[src/rtl/tern_pkg.sv]
package tern_pkg;

  typedef logic [1:0] trit_t;

  localparam trit_t TR_F   = 2'b00;
  localparam trit_t TR_U   = 2'b01;
  localparam trit_t TR_T   = 2'b10;
  localparam trit_t TR_BAD = 2'b11;

  localparam int OP_W = 3;

  typedef enum logic [OP_W-1:0] {
    OP_NEG = 3'd0,
    OP_MIN = 3'd1,
    OP_MAX = 3'd2,
    OP_IMP = 3'd3,
    OP_XOR = 3'd4
  } op_e;

  typedef struct packed {
    logic do_neg;
    logic do_min;
    logic do_max;
    logic do_imp;
    logic do_xor;
  } op_dec_t;

  // Order-based primitives; legal codes are numerically ordered.
  function automatic trit_t t_neg(input trit_t a);
    return trit_t'(TR_T - a);
  endfunction

  function automatic trit_t t_min(input trit_t a, input trit_t b);
    return (a < b) ? a : b;
  endfunction

  function automatic trit_t t_max(input trit_t a, input trit_t b);
    return (a > b) ? a : b;
  endfunction

endpackage

[src/rtl/tern_op_decode.sv]
module tern_op_decode
  import tern_pkg::*;
(
  input  logic [OP_W-1:0] op_sel,
  output op_dec_t         dec,
  output logic            op_bad
);

  always_comb begin
    dec = '0;
    unique case (op_sel)
      OP_NEG:  dec.do_neg = 1'b1;
      OP_MIN:  dec.do_min = 1'b1;
      OP_MAX:  dec.do_max = 1'b1;
      OP_IMP:  dec.do_imp = 1'b1;
      OP_XOR:  dec.do_xor = 1'b1;
      default: dec = '0;
    endcase
  end

  assign op_bad = (op_sel > OP_XOR);

  // an undefined select enables no operator; a defined one enables exactly one
  always_comb begin
    a_r9_dec_onehot: assert ($onehot0(dec) && (op_bad == (dec == '0)));
  end

endmodule

[src/rtl/tern_trit_eval.sv]
module tern_trit_eval
  import tern_pkg::*;
(
  input  op_dec_t dec,
  input  trit_t   a,
  input  trit_t   b,
  output trit_t   y,
  output logic    bad
);

  logic  a_bad, b_bad;
  trit_t na, nb, r_min, r_max, r_imp, r_xor;
  trit_t y_calc;

  assign a_bad = (a == TR_BAD);
  assign b_bad = (b == TR_BAD) && !dec.do_neg;
  assign bad   = a_bad || b_bad;

  assign na    = t_neg(a);
  assign nb    = t_neg(b);
  assign r_min = t_min(a, b);
  assign r_max = t_max(a, b);
  assign r_imp = t_max(na, b);
  assign r_xor = t_max(t_min(na, b), t_min(a, nb));

  always_comb begin
    y_calc = TR_U;
    if (dec.do_neg)      y_calc = na;
    else if (dec.do_min) y_calc = r_min;
    else if (dec.do_max) y_calc = r_max;
    else if (dec.do_imp) y_calc = r_imp;
    else if (dec.do_xor) y_calc = r_xor;
  end

  assign y = bad ? TR_U : y_calc;

  // a lane never emits the illegal code
  always_comb begin
    a_r1_no_bad_code: assert (y != TR_BAD);
  end

  // a flagged lane always reads unknown
  always_comb begin
    a_r8_bad_lane_unknown: assert (!bad || (y == TR_U));
  end

endmodule

[src/rtl/tern_result_reg.sv]
module tern_result_reg
  import tern_pkg::*;
#(
  parameter int N = 8,
  localparam int W = 2 * N
) (
  input  logic         clk,
  input  logic         rst_n,
  input  logic         load,
  input  logic [W-1:0] d,
  input  logic         bad_in,
  output logic [W-1:0] q,
  output logic         q_valid,
  output logic         err
);

  localparam logic [W-1:0] ALL_U = {N{TR_U}};

  logic [W-1:0] q_nxt;
  logic         err_nxt;

  always_comb begin
    q_nxt   = q;
    err_nxt = err;
    if (load) begin
      q_nxt = d;
      if (bad_in) err_nxt = 1'b1;
    end
  end

  always_ff @(posedge clk or negedge rst_n) begin
    if (!rst_n) begin
      q       <= ALL_U;
      q_valid <= 1'b0;
      err     <= 1'b0;
    end else begin
      q       <= q_nxt;
      q_valid <= load;
      err     <= err_nxt;
    end
  end

  a_r10_valid_after_load: assert property (@(posedge clk) disable iff (!rst_n)
    load |=> q_valid);

  a_r10_valid_only_after_load: assert property (@(posedge clk) disable iff (!rst_n)
    !load |=> !q_valid);

  a_r10_hold_when_idle: assert property (@(posedge clk) disable iff (!rst_n)
    !load |=> $stable(q));

  a_r11_err_sticky: assert property (@(posedge clk) disable iff (!rst_n)
    err |=> err);

  a_r11_err_needs_cause: assert property (@(posedge clk) disable iff (!rst_n)
    (!err && !(load && bad_in)) |=> !err);

endmodule

[src/rtl/tern_logic_unit.sv]
module tern_logic_unit
  import tern_pkg::*;
#(
  parameter int N = 8,
  localparam int W = 2 * N
) (
  input  logic            clk,
  input  logic            rst_n,
  input  logic            in_valid,
  input  logic [OP_W-1:0] op_sel,
  input  logic [W-1:0]    opa,
  input  logic [W-1:0]    opb,
  output logic [W-1:0]    res,
  output logic            res_valid,
  output logic            err
);

  op_dec_t      dec;
  logic         op_bad;
  logic [N-1:0] lane_bad;
  logic [W-1:0] comb_res;
  logic         any_bad;

  tern_op_decode u_dec (
    .op_sel (op_sel),
    .dec    (dec),
    .op_bad (op_bad)
  );

  for (genvar i = 0; i < N; i++) begin : g_lane
    tern_trit_eval u_lane (
      .dec (dec),
      .a   (opa[2*i +: 2]),
      .b   (opb[2*i +: 2]),
      .y   (comb_res[2*i +: 2]),
      .bad (lane_bad[i])
    );
  end

  assign any_bad = op_bad || (|lane_bad);

  tern_result_reg #(.N(N)) u_reg (
    .clk     (clk),
    .rst_n   (rst_n),
    .load    (in_valid),
    .d       (comb_res),
    .bad_in  (any_bad),
    .q       (res),
    .q_valid (res_valid),
    .err     (err)
  );

  a_r9_undefined_op_all_u: assert property (@(posedge clk) disable iff (!rst_n)
    (in_valid && (op_sel > OP_XOR)) |=> ((res == {N{TR_U}}) && err));

  a_r8_err_on_bad_lane: assert property (@(posedge clk) disable iff (!rst_n)
    (in_valid && (|lane_bad)) |=> err);

endmodule

[config.mk]
export PLATFORM = sky130hd
export DESIGN_NAME = tern_logic_unit
export DESIGN_NICKNAME = d
export VERILOG_FILES = /design/src/rtl/tern_pkg.sv /design/src/rtl/tern_op_decode.sv /design/src/rtl/tern_trit_eval.sv /design/src/rtl/tern_result_reg.sv /design/src/rtl/tern_logic_unit.sv
export SDC_FILE = /design/constraint.sdc
export NUM_CORES = 1
export LEC_CHECK = 0
export BUFFER_PORTS_ARGS = -buffer_cell sky130_fd_sc_hd__buf_2
export CORE_ASPECT_RATIO = 2
export CORE_UTILIZATION = 60
export DETAILED_ROUTE_END_ITERATION = 12
export PLACE_DENSITY = 0.81
export SYNTH_ARGS = -nofsm -noshare
export SYNTH_HDL_FRONTEND = slang
export SYNTH_SLANG_ARGS = --single-unit
[constraint.sdc]
create_clock -name clk -period 2.4 [get_ports clk]
set_clock_uncertainty 0.2 [all_clocks]
set_input_delay 0.12 -clock clk [delete_from_list [all_inputs] [get_ports clk]]
set_output_delay 0.12 -clock clk [all_outputs]
set_load 0.02 [all_outputs]
==> results of run 1 <==
==> layer usage <==
metal,overflow,global-route usage
met1,0,0.667
met2,2,0.850
met3,0,0.490
met4,0,0.608
met5,0,0.0756
==> through the flow <==
stage | hold slack [ns] | TNS (ns)
3_5_place_dp | -0.0974 | -3.27
4_1_cts | 0.0173 | -0.107
3_3_place_gp | -0.101 | -2.38
2_1_floorplan | -0.376 | -0.356
==> cells by family after synthesis <==
kind of cell | share of synthesized area
AO/OA/AOI/OAI | 0.221
AND/OR/NAND/NOR | 0.164
adder cells (fa/ha/maj) | 0.281
buffers and inverters | 0.0780
multiplexers | 0.143
flip-flops | 0.113
==> what timing repair did <==
| action | CTS |
|---|---|
| pin swaps | 20 |
| resized for setup | 31 |
| hold endpoints to repair | 18 |
| setup endpoints to repair | 7 |
| buffers inserted | 8 |
| hold buffers | 1 |
==> flow_summary.toml, run 1 <==
[run_status]
outcome = "stopped before the end"
haltStage = "5_1_grt"
error_line = "[ERROR GRT-0232] Routing congestion too high. Check the congestion heatmap in the GUI."

[placement]
place_congestion = 0.964
port_buffers = 55
numPlacedInstances = 737
detailed_place_hpwl_um = 10600
place_area_sq_um = 5410
pre_cts_slack_ns = -0.428

[floorplanning]
start_util = 0.618
io_pins = 56
fp.dieW_um = 60.4
rows = 42
die-height_um = 119

[synth]
ys_top_cells_by_area = "ha_1 (28%), mux2_2 (7.7%), mux2i_1 (6.6%)"
synth_top_area_frac = 0.281
async_flop_share = 1.00
yosys.area.top_type = "ha_1"
synth.distinct_cells = 54
syn_area_per_cell_sq_um = 7.93
yosys-top-cells-count = "ha_1 (92), inv_1 (67), a21oi_1 (38)"
ys_ff_latch = 18
synth.most_common_cell = "ha_1"
netlist_instances = 516
ys.flop_type = "dfrtp_1"
mappedNetlistNets = 646
netlist_area_sq_um = 4090
seq_area_frac_synth = 0.113
yosysWarnings = 0
synth_edf_count = 0

[timing]
worst_path_end_type = "register data pin"
grt-worst-endpoint = "u_reg.q[4]$_DFFE_PN1P_/D"

[clock_network]
cts_inserted_buffers = 3
root_buffer = "clkbuf_16"
clock_path_buffers = 2
htreeDepth = 1
cts.sinks = 18

[global_routing]
grt-ovfl-total = 2
grt_max_degree = 24
grt_usage = 0.665
==> run 2, diff against run 1 <==
--- a/config.mk
+++ b/config.mk
@@ -6,10 +6,9 @@
 export NUM_CORES = 1
 export LEC_CHECK = 0
 export BUFFER_PORTS_ARGS = -buffer_cell sky130_fd_sc_hd__buf_2
-export CORE_ASPECT_RATIO = 2
-export CORE_UTILIZATION = 60
+export CORE_UTILIZATION = 40
 export DETAILED_ROUTE_END_ITERATION = 12
-export PLACE_DENSITY = 0.81
+export PLACE_DENSITY_LB_ADDON = 0.15
 export SYNTH_ARGS = -nofsm -noshare
 export SYNTH_HDL_FRONTEND = slang
 export SYNTH_SLANG_ARGS = --single-unit
==> flow_summary.toml, run 2 <==
[layout]
area_growth_pct = 51.0
reg_top3 = "u_reg.q (16), u_reg.err (1), u_reg.q_valid (1)"
antenna_cells = 0
final_cell_mix = "buf_4 (112), ha_1 (61), inv_1 (60)"
fin_nets = 807
largest_reg_flops = 16
top_register = "u_reg.q"
final_common_cell = "buf_4"
stdcell_count = 809
drive_gt1_frac = 0.454
n_fill_cell = 843

[placement]
pre_cts_slack_ns = -0.426
port_buffers = 55
place_congestion = 0.843
numPlacedInstances = 795
detailed_place_hpwl_um = 10200

[floorplanning]
start_util = 0.415
fp.dieW_um = 103
die-area_sq_um = 10600
die-height_um = 103
core-area_sq_um = 9860
rows = 36
io_pins = 56

[routing]
met1_length_um = 5930
routed_wl_um = 13500
vias = 4471
first_pass_iters = 5
routed.top_layer = "met4"
drtIter0Drc = 178
route.met3.wl_um = 552
vias_per_cell = 5.53
wl_met2_um = 6810
drcViolationCount = 0
post_drt_wl_per_cell_um = 16.7
final_antenna_net_count = 0

[setup_path]
crit_type = "input pin to flop"
crit_chain = "buf_6 > ha_4 > inv_2 > ha_4 > nor2b_4 > nor2_4 > mux2i_2 > ha_1 > nor2b_4 > o21ai_2 > mux2i_1 > mux2_4 > o21ai_2"
worstSetupStartpointType = "input pin"
worstPathArrival_ns = 2.48
cp_data_required_time_ns = 2.41
endpoint_kind = "flop"
slowest_stage = "mux2_4"
cp_top_family = "multiplexers"
crit_buf_inv = 2
worst_path_largest_cell_delay_ns = 0.32
worstPathMaxFanout = 2

[synth]
yosys-top-cells-count = "ha_1 (92), inv_1 (67), a21oi_1 (38)"
synth_top_family_by_area = "adder cells"
netlist_instances = 516
mappedNetlistNets = 646
synth_fa_ha_area_frac = 0.281
yosysWarnings = 0
seq_area_frac_synth = 0.113
synthSimpleGateAreaFrac = 0.164
netlist_area_sq_um = 4090
yosys.area.top_type = "ha_1"
synth.distinct_cells = 54
ys.flop_type = "dfrtp_1"
synth.most_common_cell = "ha_1"
synth_top_area_frac = 0.281
async_flop_share = 1.00
muxShareOfSynthArea = 0.143
ys_ff_latch = 18
ys_top_cells_by_area = "ha_1 (28%), mux2_2 (7.7%), mux2i_1 (6.6%)"
synth_edf_count = 0
syn_area_per_cell_sq_um = 7.93
synth_compound_gate_area_share = 0.221
synth-xor-area-share = 0

[power_and_ir_drop]
power.density_nw_per_um2 = 375
irDropWorstVdd_mv = 0.173
p_leak_nw = 2.91
p_total_mw = 2.32

[clock_network]
cts_tree = "yes"
clock_path_buffers = 2
cts_inserted_buffers = 3
path_clk_slew_ns = 0.08
root_buffer = "clkbuf_8"
cts.sinks = 18
htreeDepth = 1
clock_latency_ns = 0.27

[run_status]
violations = "negative setup slack"
outcome = "finished, violations left"

[timing]
finalWorstSetupSlack_ns = -0.0677
fin_tns_setup_ns = -0.133
timing.fmax_mhz = 405
hold_violations = 0
min_period_ns = 2.47
holdWs_ns = 0.0906
finalSetupViolCount = 2
rsz0062_at_grt = "yes"
finalMaxSlewViolations = 0
relSlewSlack = 0.637
period_share = 1.03
worstMarginPinSlew_ns = 0.545

[global_routing]
grt-ovfl-total = 0
grt_max_degree = 24
grt_usage = 0.253
antenna_found_initial = 0
grt_pass1_vias = 4411
grt_first_pass_wirelength_um = 21200

[hold_path]
hp-class = "input pin to flop"

[run]
max_cap_viol_count = 0
## run 2: power by group
group,internal [mW],leakage [nW],switching [mW]
clock,0.147,0.0288,0.132
combinational,0.859,2.68,0.807
sequential,0.347,0.208,0.0242
## run 2: per-layer routing
layer | GRT usage | up-vias
met5 | 0 | -
met4 | 0.0628 | 0
met3 | 0.0129 | 20
met2 | 0.456 | 122
met1 | 0.330 | 2152
li1 | - | 2177
## run 2: logic make-up (layout without fill, tap and decap cells)
family	Yosys count	after routing
AOI/OAI and AO/OA	143	143
and+or+nand+nor	130	130
DFF	18	18
adders and majority gates	92	92
buffers and inverters	78	238
muxes	55	55
## run 2: worst paths after layout
check                      cells after the start     endpoint         from  slack (ns)
setup / recovery                              13  u_reg.q[14]      opa[14]       -0.07
hold / removal                                 5   u_reg.q[5]       opa[5]        0.09
setup reg to reg                               4  u_reg.q[12]  u_reg.q[12]        0.95
hold reg to reg                                1    u_reg.err    u_reg.err        0.26
max in group asynchronous                      2  u_reg.q[10]        rst_n        1.49
min in group asynchronous                      2   u_reg.q[7]        rst_n        0.14
## run 2: per-stage QoR
stage	utilization	instance area, sq um
after floorplan	-	4420
after global placement	0.564	5560
after detailed placement	0.564	5560
after CTS	0.588	5800
after global routing	0.626	6180
final	0.626	6180
## run 2: tightest hold or removal path: stages
cell and delay, ns:
buf_6 0.08, ha_4 0.14, nor3_1 0.06, o21ai_0 0.07
o21ai_1 0.06
## run 2: final cells by class
type	instances	area, sq um	area share
clock buffers	4	55.1	0.00891
repair buffers	167	1170	0.189
inverters	67	259	0.0419
well taps	133	166	0.0269
multi-input cells	420	4070	0.659
flip-flops and latches	18	460	0.0745
## run 2: repair_timing
item,CTS,global route
pin swaps,21,38
endpoints found under the hold margin,19,0
gates resized for setup,23,61
buffers inserted,3,5
hold buffers,2,0
endpoints found under the setup margin,6,8
Note: power is estimated with default switching activity, not from simulation.
==> run 3, diff against run 2 <==
--- a/config.mk
+++ b/config.mk
@@ -5,6 +5,7 @@
 export SDC_FILE = /design/constraint.sdc
 export NUM_CORES = 1
 export LEC_CHECK = 0
+export ABC_AREA = 1
 export BUFFER_PORTS_ARGS = -buffer_cell sky130_fd_sc_hd__buf_2
 export CORE_UTILIZATION = 40
 export DETAILED_ROUTE_END_ITERATION = 12
==> constraint.sdc (replaced) <==
create_clock -name clk -period 2.5 [get_ports clk]
set_clock_uncertainty 0.2 [all_clocks]
set_input_delay 0.125 -clock clk [delete_from_list [all_inputs] [get_ports clk]]
set_output_delay 0.125 -clock clk [all_outputs]
set_load 0.02 [all_outputs]
==> flow_summary.toml, run 3 <==
[placement]
port_buffers = 55
numPlacedInstances = 905
detailed_place_hpwl_um = 9100
place_congestion = 0.880

[layout]
final_common_cell = "nand2_1"
stdcell_count = 911
reg_top3 = "u_reg.q (16), u_reg.err (1), u_reg.q_valid (1)"
top_register = "u_reg.q"
n_fill_cell = 1021
area_growth_pct = 27.7
drive_gt1_frac = 0.230
final_cell_mix = "nand2_1 (185), inv_1 (116), ha_1 (91)"
antenna_cells = 0
largest_reg_flops = 16
fin_nets = 909

[clock_network]
cts_inserted_buffers = 3
root_buffer = "clkbuf_8"
cts.sinks = 18
path_clk_slew_ns = 0.07
cts_tree = "yes"
cts_setup_buffers = 0
clock_path_buffers = 2
htreeDepth = 1
clock_latency_ns = 0.25

[setup_path]
endpoint_kind = "flop"
r2r-end = "u_reg.q[4]"
worstSetupStartpointType = "input pin"
worstPathArrival_ns = 2.30
worstPathMaxFanout = 4
cp_data_required_time_ns = 2.50
crit_type = "input pin to flop"
rr_worst_depth = 2
reg2reg_slack_ns = 1.51
regToRegStartpoint = "u_reg.q[4]"

[synth]
mappedNetlistNets = 778
ys_ff_latch = 18
yosys.area.top_type = "ha_1"
synth_edf_count = 0
synth.most_common_cell = "nand2_1"
synth.distinct_cells = 34
synth_top_area_frac = 0.285
async_flop_share = 1.00
netlist_area_sq_um = 4050
seq_area_frac_synth = 0.114
yosys-top-cells-count = "nand2_1 (188), inv_1 (116), ha_1 (92)"
netlist_instances = 648
syn_area_per_cell_sq_um = 6.24
ys.flop_type = "dfrtp_1"
ys_top_cells_by_area = "ha_1 (28%), nand2_1 (17%), inv_1 (11%)"
yosysWarnings = 0

[global_routing]
grt_pass1_vias = 4083
antenna_found_initial = 0
grt-ovfl-total = 0
grt_usage = 0.220
grt_first_pass_wirelength_um = 18400
grt_most_used_layer = "met2"
met3_usage = 0.0298
use_met2 = 0.401
grt_max_degree = 23
gr-usage-met1 = 0.278

[power_and_ir_drop]
power.density_nw_per_um2 = 349
p_leak_nw = 3.07
irDropWorstVdd_mv = 0.302
p_total_mw = 1.80

[routing]
vias_per_cell = 4.88
vias = 4446
routed_wl_um = 11100
post_drt_wl_per_cell_um = 12.2
final_antenna_net_count = 0
drtIter0Drc = 117
drcViolationCount = 0
first_pass_iters = 4

[floorplanning]
core-area_sq_um = 9770
die-area_sq_um = 10500
io_pins = 56
fp.dieW_um = 103
rows = 36
start_util = 0.414
die-height_um = 103

[timing]
period_share = 0.921
timing.fmax_mhz = 435
holdWs_ns = 0.0750
finalMaxSlewViolations = 0
min_period_ns = 2.30
rsz0062_at_grt = "yes"
hold_violations = 0
finalSetupViolCount = 0
relSlewSlack = 0.705
worstMarginPinSlew_ns = 0.437

[hold_path]
hp-start = "opa[2]"
worstHoldPathCells = 5
min_to = "u_reg.q[2]"
hp-class = "input pin to flop"

[run_status]
outcome = "finished clean"

[run]
max_cap_viol_count = 0
## run 3: logic make-up (layout without fill, tap and decap cells)
kind of cell | after synthesis | count (layout) | share of synthesized area
AOI/OAI and AO/OA | 147 | 147 | 0.210
buffers and inverters | 131 | 261 | 0.126
and+or+nand+nor | 260 | 260 | 0.266
adders and majority gates | 92 | 92 | 0.285
DFF | 18 | 18 | 0.114
## run 3: layout make-up
class                           count  area [sq um]  share of cell area
Inverter                          121           454              0.0880
Tap cell                          133           166              0.0322
Clock buffer                        4          55.1              0.0107
Sequential cell                    18           460              0.0892
Timing Repair Buffer              136           888               0.172
Multi-Input combinational cell    499          3140               0.608
## run 3: worst max-delay path by stage
| stage | from | slack (ns) | to | cells past startpoint |
|---|---|---|---|---|
| finish | opa[14] | 0.20 | u_reg.q[14] | 20 |
| global route | opa[7] | -0.02 | u_reg.q[6] | 19 |
| floorplan | opa[10] | 0.16 | u_reg.q[10] | 16 |
| CTS | opa[12] | 0.09 | u_reg.q[12] | 19 |
| detailed placement | opa[12] | -0.19 | u_reg.q[12] | 19 |
| global placement | opa[14] | -0.14 | u_reg.q[14] | 19 |
## run 3: critical path: stages
cell and delay, ns:
buf_2 0.12, ha_4 0.26, inv_1 0.03, ha_1 0.28
inv_1 0.06, o21bai_2 0.21, nand2_1 0.09, o21ai_2 0.07
ha_1 0.26, nand2_1 0.07, nand2_1 0.04, nand2_1 0.07
nand3_1 0.08, nand3_1 0.08, nand2_1 0.05, nand2_1 0.06
nand2_1 0.05, nand2_1 0.05, nand2_1 0.06, a21oi_2 0.15
## run 3: stage by stage
stage                      util  instance area (sq um)  TNS [ns]  setup slack (ns)
after CTS                 0.522                   5100         0            0.0911
after global placement    0.514                   5020    -0.544            -0.138
after floorplan               -                   4050         0             0.156
after detailed placement  0.514                   5020    -0.941            -0.189
final                     0.528                   5160         0             0.199
after global routing      0.528                   5160   -0.0543           -0.0224
## run 3: timing repair
item,CTS,global route
hold endpoints to repair,19,0
resized for setup,0,29
setup endpoints to repair,0,8
hold buffers,2,0
## run 3: routing by layer
layer / wire (um) / vias to the layer above
met5: 0 / -
met4: 83 / 0
met3: 503 / 8
met2: 5580 / 92
met1: 4980 / 1983
li1: - / 2363
## run 3: power breakdown
part	switching (mW)	leakage, nW	internal (mW)
Clock	0.0987	0.0288	0.140
Sequential	0.0236	0.210	0.336
Combinational	0.685	2.83	0.518
Total	0.808	3.07	0.995
